$ cat config.mk
export PLATFORM = sky130hd
export DESIGN_NAME = tmr_tick_gen
export DESIGN_NICKNAME = d
export VERILOG_FILES = /design/src/rtl/tick_pkg.sv /design/src/rtl/tick_ctrl.sv /design/src/rtl/tick_datapath.sv /design/src/rtl/tmr_tick_gen.sv
export SDC_FILE = /design/constraint.sdc
export NUM_CORES = 1
export LEC_CHECK = 0
export BUFFER_PORTS_ARGS = -buffer_cell sky130_fd_sc_hd__clkbuf_2
export CAP_MARGIN = 20
export CELL_PAD_IN_SITES_DETAIL_PLACEMENT = 1
export CELL_PAD_IN_SITES_GLOBAL_PLACEMENT = 1
export CORE_UTILIZATION = 35
export CTS_CLUSTER_DIAMETER = 30
export DETAILED_ROUTE_END_ITERATION = 7
export PLACE_DENSITY_LB_ADDON = 0.1
export RECOVER_POWER = 50
export SLEW_MARGIN = 25
export SYNTH_ARGS = -nofsm -noshare
export SYNTH_HDL_FRONTEND = slang
export SYNTH_SLANG_ARGS = --single-unit
$ cat constraint.sdc
create_clock -name clk -period 3.2 [get_ports clk]
set_clock_uncertainty 0.15 [all_clocks]
set_input_delay 0.32 -clock clk [delete_from_list [all_inputs] [get_ports clk]]
set_output_delay 0.32 -clock clk [all_outputs]
set_load 0.03 [all_outputs]
$ cat src/rtl/tick_pkg.sv
package tick_pkg;
  // Control-to-datapath strobes, one bit per channel group.
  typedef struct packed {
    logic [1:0] preTick;  // group prescaler reached its terminal count
    logic [1:0] restart;  // group prescaler was written this cycle
  } tickStrobe_t;
endpackage

$ cat src/rtl/tick_ctrl.sv
module tick_ctrl
  import tick_pkg::*;
#(
  parameter int PRE_W = 8
) (
  input  logic               clk,
  input  logic               rstN,
  input  logic [2*PRE_W-1:0] preCfgIn,
  input  logic [1:0]         preWe,
  output tickStrobe_t        strobe
);
  logic       liveQ;
  logic [1:0] preTickV;

  // Ticks stay quiet until the first clock edge after reset.
  always_ff @(posedge clk or negedge rstN) begin
    if (!rstN) liveQ <= 1'b0;
    else       liveQ <= 1'b1;
  end

  for (genvar g = 0; g < 2; g++) begin : g_pre
    logic [PRE_W-1:0] valQ;
    logic [PRE_W-1:0] cntQ;
    logic             hit;

    assign hit = (cntQ == valQ);

    always_ff @(posedge clk or negedge rstN) begin
      if (!rstN) begin
        valQ <= '0;
        cntQ <= '0;
      end else if (preWe[g]) begin
        valQ <= preCfgIn[g*PRE_W +: PRE_W];
        cntQ <= '0;
      end else if (hit) begin
        cntQ <= '0;
      end else begin
        cntQ <= cntQ + 1'b1;
      end
    end

    assign preTickV[g] = liveQ & hit;
  end

  assign strobe = '{preTick: preTickV, restart: preWe};
endmodule

$ cat src/rtl/tick_datapath.sv
module tick_datapath
  import tick_pkg::*;
#(
  parameter int                      NUM_CH   = 5,
  parameter int                      GRP0_CH  = 2,
  parameter int                      SEL_W    = 4,
  parameter int                      DIV_BASE = 0,
  parameter logic [(1<<SEL_W)-1:0]   EXT_MASK = 16'h00E0
) (
  input  logic                    clk,
  input  logic                    rstN,
  input  tickStrobe_t             strobe,
  input  logic [NUM_CH*SEL_W-1:0] selCfg,
  input  logic [1:0]              extClk,
  output logic [NUM_CH-1:0]       tick
);
  localparam int             TAP_W  = (1 << SEL_W) - 1 + DIV_BASE;
  localparam logic [SEL_W:0] BASE_K = DIV_BASE[SEL_W:0];

  logic [TAP_W-1:0] tapQ [2];
  logic [1:0]       syncA, syncB, syncC;
  logic [1:0]       extTick;

  // Ones in the k low bits select the divider tap for 2^k.
  function automatic logic [TAP_W-1:0] lowMask(input logic [SEL_W:0] k);
    logic [TAP_W-1:0] m;
    for (int i = 0; i < TAP_W; i++) m[i] = (i < int'(k));
    return m;
  endfunction

  // Free-running divider counters, advanced by the group prescaler tick.
  always_ff @(posedge clk or negedge rstN) begin
    if (!rstN) begin
      for (int g = 0; g < 2; g++) tapQ[g] <= '0;
    end else begin
      for (int g = 0; g < 2; g++) begin
        if (strobe.restart[g])      tapQ[g] <= '0;
        else if (strobe.preTick[g]) tapQ[g] <= tapQ[g] + 1'b1;
      end
    end
  end

  // Two-flop synchroniser plus one edge-detect stage per external clock.
  always_ff @(posedge clk or negedge rstN) begin
    if (!rstN) begin
      syncA <= '0;
      syncB <= '0;
      syncC <= '0;
    end else begin
      syncA <= extClk;
      syncB <= syncA;
      syncC <= syncB;
    end
  end

  assign extTick = syncB & ~syncC;

  for (genvar c = 0; c < NUM_CH; c++) begin : g_ch
    localparam int GRP = (c < GRP0_CH) ? 0 : 1;
    logic [SEL_W-1:0] sel;
    logic [SEL_W:0]   kExp;
    logic             divHit;

    assign sel    = selCfg[c*SEL_W +: SEL_W];
    assign kExp   = {1'b0, sel} + BASE_K;
    assign divHit = strobe.preTick[GRP] & (&(tapQ[GRP] | ~lowMask(kExp)));
    assign tick[c] = EXT_MASK[sel] ? extTick[GRP] : divHit;
  end
endmodule

$ cat src/rtl/tmr_tick_gen.sv
module tmr_tick_gen
  import tick_pkg::*;
#(
  parameter int                    NUM_CH   = 5,
  parameter int                    GRP0_CH  = 2,
  parameter int                    PRE_W    = 8,
  parameter int                    SEL_W    = 4,
  parameter int                    DIV_BASE = 0,
  parameter logic [(1<<SEL_W)-1:0] EXT_MASK = 16'h00E0
) (
  input  logic                    clk,
  input  logic                    rstN,
  input  logic [2*PRE_W-1:0]      preCfgIn,
  input  logic [1:0]              preWe,
  input  logic [NUM_CH*SEL_W-1:0] selCfg,
  input  logic [1:0]              extClk,
  output logic [NUM_CH-1:0]       tick
);
  tickStrobe_t strobe;

  tick_ctrl #(.PRE_W(PRE_W)) u_ctrl (
    .clk      (clk),
    .rstN     (rstN),
    .preCfgIn (preCfgIn),
    .preWe    (preWe),
    .strobe   (strobe)
  );

  tick_datapath #(
    .NUM_CH   (NUM_CH),
    .GRP0_CH  (GRP0_CH),
    .SEL_W    (SEL_W),
    .DIV_BASE (DIV_BASE),
    .EXT_MASK (EXT_MASK)
  ) u_dp (
    .clk    (clk),
    .rstN   (rstN),
    .strobe (strobe),
    .selCfg (selCfg),
    .extClk (extClk),
    .tick   (tick)
  );
endmodule

Word level (Yosys, flattened, before mapping)
Memories as Yosys holds them, arrays and structs flattened.
Index checks and enable logic that the tools add are counted.
{ "totals": {"reg_bits": 69, "rom_bits": 80, "input_bits": 42, "output_inout_bits": 5, "wordCells": 145, "memories": 5} }
{ "memory_table": {"columns": ["memory", "depth", "word_bits", "read_ports", "rd_clocked_by_memory_dff", "write_ports", "line", "rtl"], "rows": [
  ["(name not given)", 16, 1, 1, 0, 0, "tick_datapath.sv:67", "assign tick[c] = EXT_MASK[sel] ? extTick[GRP] : divHit;"],
  ["(name not given)", 16, 1, 1, 0, 0, "tick_datapath.sv:67", null],
  ["(name not given)", 16, 1, 1, 0, 0, "tick_datapath.sv:67", null],
  ["(name not given)", 16, 1, 1, 0, 0, "tick_datapath.sv:67", null],
  ["(name not given)", 16, 1, 1, 0, 0, "tick_datapath.sv:67", null]
]} }
{ "op_classes": {"n_addsub": 4, "magnitude_cmp": 80, "n_eq_ne": 2, "muxes": 18, "n_bitwise": 19, "reduce_logical": 7} }
{ "ops": {"columns": ["cell", "n"], "rows": [
  ["4-bit less-than comparator, first input constant", 35],
  ["3-bit by 4-bit less-than comparator with 1-bit output, first input constant", 20],
  ["15-bit NOT", 5],
  ["15-bit bitwise OR", 5],
  ["15-bit AND reduction", 5],
  ["15-bit 2-to-1 mux", 4],
  ["1-bit by 4-bit less-than comparator with 1-bit output, first input constant", 10],
  ["2-bit by 4-bit less-than comparator with 1-bit output, first input constant", 10],
  ["8-bit 2-to-1 mux", 4],
  ["15-bit by 1-bit adder with 15-bit output, second input constant", 2],
  ["4-bit by 5-bit less-than comparator with 1-bit output, second input constant", 5],
  ["8-bit by 1-bit adder with 8-bit output, second input constant", 2],
  ["8-bit equality test", 2],
  ["1-bit 2-to-1 mux", 10],
  ["1-bit bitwise AND", 7],
  ["2-bit nonzero test", 2],
  ["2-bit bitwise AND", 1],
  ["2-bit NOT", 1]
]} }

Logic depth before layout (Yosys ltp)
{ "depth": {"word_depth": 6, "ltp_mapped": 7, "mapped_depth_nobuf": 6} }

By module
From an unflattened synthesis, not the netlist that was laid out.
{ "hier_totals": {"hier_cells": 406, "area_unflattened_um2": 3888.7} }
{ "by_module_without_submodules": {"columns": ["mod", "instances", "cells_per_inst", "area_per_inst_um2", "seq_area_each_um2"], "rows": [
  ["tick_datapath", 1, 276, 2287.2, 900.9],
  ["tick_ctrl", 1, 130, 1601.5, 825.8]
]} }

Worst setup path before layout
Ideal clock, no wire load.
{ "synth_timing": {"kind": "register to output", "start": "register u_ctrl.g_pre[1].cntQ[0]", "end": "output port tick[2]", "t_arrival_ns": 2.325, "required_ns": 2.730, "slack_ns": 0.405, "stages_incl_launch_ff": 8, "path_buffers": 2, "path_cell_list": "dfrtp_1 > xor2_1 > nor4_2 > nand3_2 > buf_6 > clkbuf_1 > nand3b_1 > o21ai_0"} }
{ "synth_via": {"elab_chain_cells": 4} }
{ "synth_rtl": {"columns": ["item", "line", "rtl"], "rows": [
  ["start, declared", "tick_ctrl.sv:23", "logic [PRE_W-1:0] cntQ;"],
  ["start signal, assigned", "tick_ctrl.sv:38", "cntQ <= cntQ + 1'b1;"],
  ["8-bit equality test", "tick_ctrl.sv:26", "assign hit = (cntQ == valQ);"],
  ["1-bit bitwise AND", "tick_ctrl.sv:42", "assign preTickV[g] = liveQ & hit;"],
  ["1-bit bitwise AND", "tick_datapath.sv:66", "assign divHit = strobe.preTick[GRP] & (&(tapQ[GRP] | ~lowMask(kExp)));"],
  ["1-bit 2-to-1 mux", "tick_datapath.sv:67", null],
  ["end, declared", "tmr_tick_gen.sv:17", "output logic [NUM_CH-1:0] tick"]
]} }
No other way between the ends.

Final worst setup path
{ "layout_timing": {"start": "register u_ctrl.g_pre[1].cntQ[0]", "end": "output port tick[3]"} }
Same word-level chain as after synthesis.

==> reports/results.txt <==
status -> finished, violations left
failing checks -> capacitance limit, slew limit
Crit. End Element -> output port
Clk Latency, worst-skew pair -> 0.33 ns
Tmin final -> 2.86 ns
Detail Route Antenna Nets -> 0
die extent in x -> 108 microns
WP buf/inv -> 1
ys flop type -> dfrtp_1
slowest CP cell -> nor4_2
post-layout util -> 0.424
DRC viols -> 0
RR Startpoint -> u_ctrl.g_pre[1].cntQ[0]
Compound-Gate Fraction of Synth Area -> 0.158
cell total after placement -> 600
max-capacitance violation count -> 1
Routed met3 length -> 297 microns
Nets -> 520
fin crit share -> 0.893
Metal-1 WL -> 5.18 mm
Synth async-reset ratio -> 1.00
Pre-Repair DR Iteration Count -> 4
GRT Util Overall -> 0.190
share of post-route cells with drive strength above 1 -> 0.199
commonest non-fill, non-tap cell in the layout -> dfrtp_1
Adder-Cell Fraction of Synth Area -> 0.0126
Core Area -> 0.0109 sq mm
Post-synth EDFFs -> 0
Slew Limit Fails -> 26
post-synthesis mux area share -> 0.0646
Post-Syn Area -> 0.00397 sq mm
Site Rows -> 38
Mapped Cells -> 426
Max Fclk -> 0.350 GHz
CP Max Fanout -> 5
simple-gate share of the synthesized area -> 0.225
Leak -> 1.99 nW
# IOs -> 47
post-DP HPWL -> 7.30 mm
CP cell instances -> xor2_1, nor4_2, nand3_2, a2111o_1, o21ai_0, clkbuf_2
TNS Setup -> 0 ns
routed wire length -> 10.1 mm
Seq pwr share -> 0.460
Worst Path Required -> 2.73 ns
CP startpoint kind -> register
Final Hold Vio Count -> 0
Clk pwr share -> 0.446
pwr/cell area -> 437 mW/mm^2
most frequent cells in the layout -> 69 x dfrtp_1, 54 x nor2_1, 43 x clkbuf_2
Synth Area per Inst -> 9.32 sq um
final setup vio count -> 0
diode count -> 0
Initial DRC Count -> 124
Net Count, Synth -> 472
CTS tree -> built
Via Count -> 3345
area of the multi-input gates -> 0.00211 sq mm
combinational power share -> 0.094
post-CTS setup buffer count -> 0
relative slew slack -> -0.0480
Synth cell types -> 51
Sw Pwr -> 0.503 mW
Internal -> 1.53 mW
Highest Signal Layer -> met4
post-DR vias/cell -> 5.41
Avg WL per Cell -> 16.3 microns
largest net degree at the start of global routing -> 45
total gr overflow -> 0
crit path DAT -> 2.39 ns
initial antenna violation count -> 0
die height -> 108 microns
clock slew at reported path FFs -> 0.05 ns
H-tree depth -> 3
yosys warns -> 0
worst IR drop on VDD -> 0.485 mV
HP Start -> preCfgIn[9]
Post-Synth XOR/XNOR Area -> 0.0706
Initial Util -> 0.363
Reg area -> 0.00173 sq mm
WL met2 -> 4.50 mm
clock sinks -> 69
crit path from -> u_ctrl.g_pre[1].cntQ[0]
fill count -> 1281
Min-Delay Path Class -> in -> reg
Seq/Total Area, Yosys -> 0.435
Clock Tree Buf Depth -> 2
CP max stage delay -> 0.48 ns
transition time of the tightest slew-check pin -> 1.57 ns
first-pass GRT wire length -> 17.2 mm
Sw Ratio -> 0.248
Final GP Congestion -> 0.766
P&R area growth vs syn -> 16.9%
Finished Layout Cells -> 618
unrepaired setup endpoints after global routing -> no
die area -> 0.0118 sq mm
largest family of logic cells by synthesized area -> simple AND/OR/NAND/NOR gates
hold slack -> 0.0683 ns
CP Class -> reg -> out
vias in the first global route -> 3434
Num CTS Buffers -> 9
Root Buffer -> clkbuf_16
Seq cells post-synth -> 69
CP delay by family, top -> simple AND/OR/NAND/NOR gates
I/O Buffers -> 46
==> cells by family (layout without fill, tap and decap cells) <==
| group | Yosys count | after routing |
|---|---|---|
| buf+inv | 32 | 84 |
| flops | 69 | 69 |
| xor+xnor | 32 | 32 |
| fa+ha+maj | 4 | 4 |
| other cells | 1 | 1 |
| mux | 23 | 23 |
| simple gates | 167 | 167 |
| compound gates | 98 | 98 |
==> synthesized netlist by cell type (12+ instances only) <==
library cell | instances | area share
nand3_1 | 13 | 0.016
clkbuf_1 | 12 | 0.011
dfrtp_1 | 69 | 0.44
inv_1 | 17 | 0.016
mux2_2 | 21 | 0.060
xor2_1 | 22 | 0.049
nand2_1 | 22 | 0.021
o21ai_0 | 21 | 0.026
nand2b_1 | 14 | 0.022
nor2_1 | 54 | 0.051
a21oi_1 | 29 | 0.037
==> path summary, 6_finish.rpt <==
path                                           end  slack [ns]  cells after the start
max                                        tick[3]        0.34                      6
min                        u_ctrl.g_pre[1].valQ[1]        0.07                      2
max reg2reg                          u_dp.tapQ[11]        0.71                      6
min reg2reg                          u_dp.syncB[1]        0.20                      0
max in group asynchronous  u_ctrl.g_pre[1].cntQ[4]        1.18                      3
min in group asynchronous            u_dp.tapQ[20]        0.76                      2
==> area by class of cell <==
type / count / area share
Clock buffer: 11 / 0.0523
Clock inverter: 4 / 0.00540
Inverter: 17 / 0.0138
Multi-Input combinational cell: 325 / 0.456
Sequential cell: 69 / 0.372
Tap cell: 140 / 0.0378
Timing Repair Buffer: 52 / 0.0629
==> power groups by stage <==
stage / registers (mW) / clock network [mW] / logic [mW]
after detailed placement: 0.948 / 0 / 0.191
after CTS: 0.933 / 0.936 / 0.195
after global placement: 0.947 / 0 / 0.185
after global routing: 0.936 / 0.975 / 0.219
final: 0.932 / 0.905 / 0.191
after floorplan: 0.940 / 0 / 0.109
==> sequential cells by signal (all words and copies together) (netlist names) <==
signal,count
u_dp.tapQ,30
u_dp.syncA,2
u_dp.syncC,2
u_dp.syncB,2
u_ctrl.g_pre.cntQ,16
u_ctrl.liveQ,1
u_ctrl.g_pre.valQ,16
==> stage by stage <==
step	setup WS [ns]	power, mW	cell area, sq um
final	0.341	2.03	4640
after global routing	0.155	2.13	4640
after CTS	0.282	2.06	4640
after detailed placement	0.668	1.14	4340
after global placement	0.762	1.13	4340
after floorplan	0.405	1.05	3970
==> per-layer routing <==
metal  vias up  GRT usage
li1       1631          -
met5         -          0
met4         0     0.0608
met3        10     0.0416
met1      1663      0.272
met2        41      0.285
==> what timing repair did <==
action,CTS,global route
hold buffers,3,0
resized for setup,0,0
endpoints found under the hold margin,27,0
Note: power is estimated with default switching activity, not from simulation.
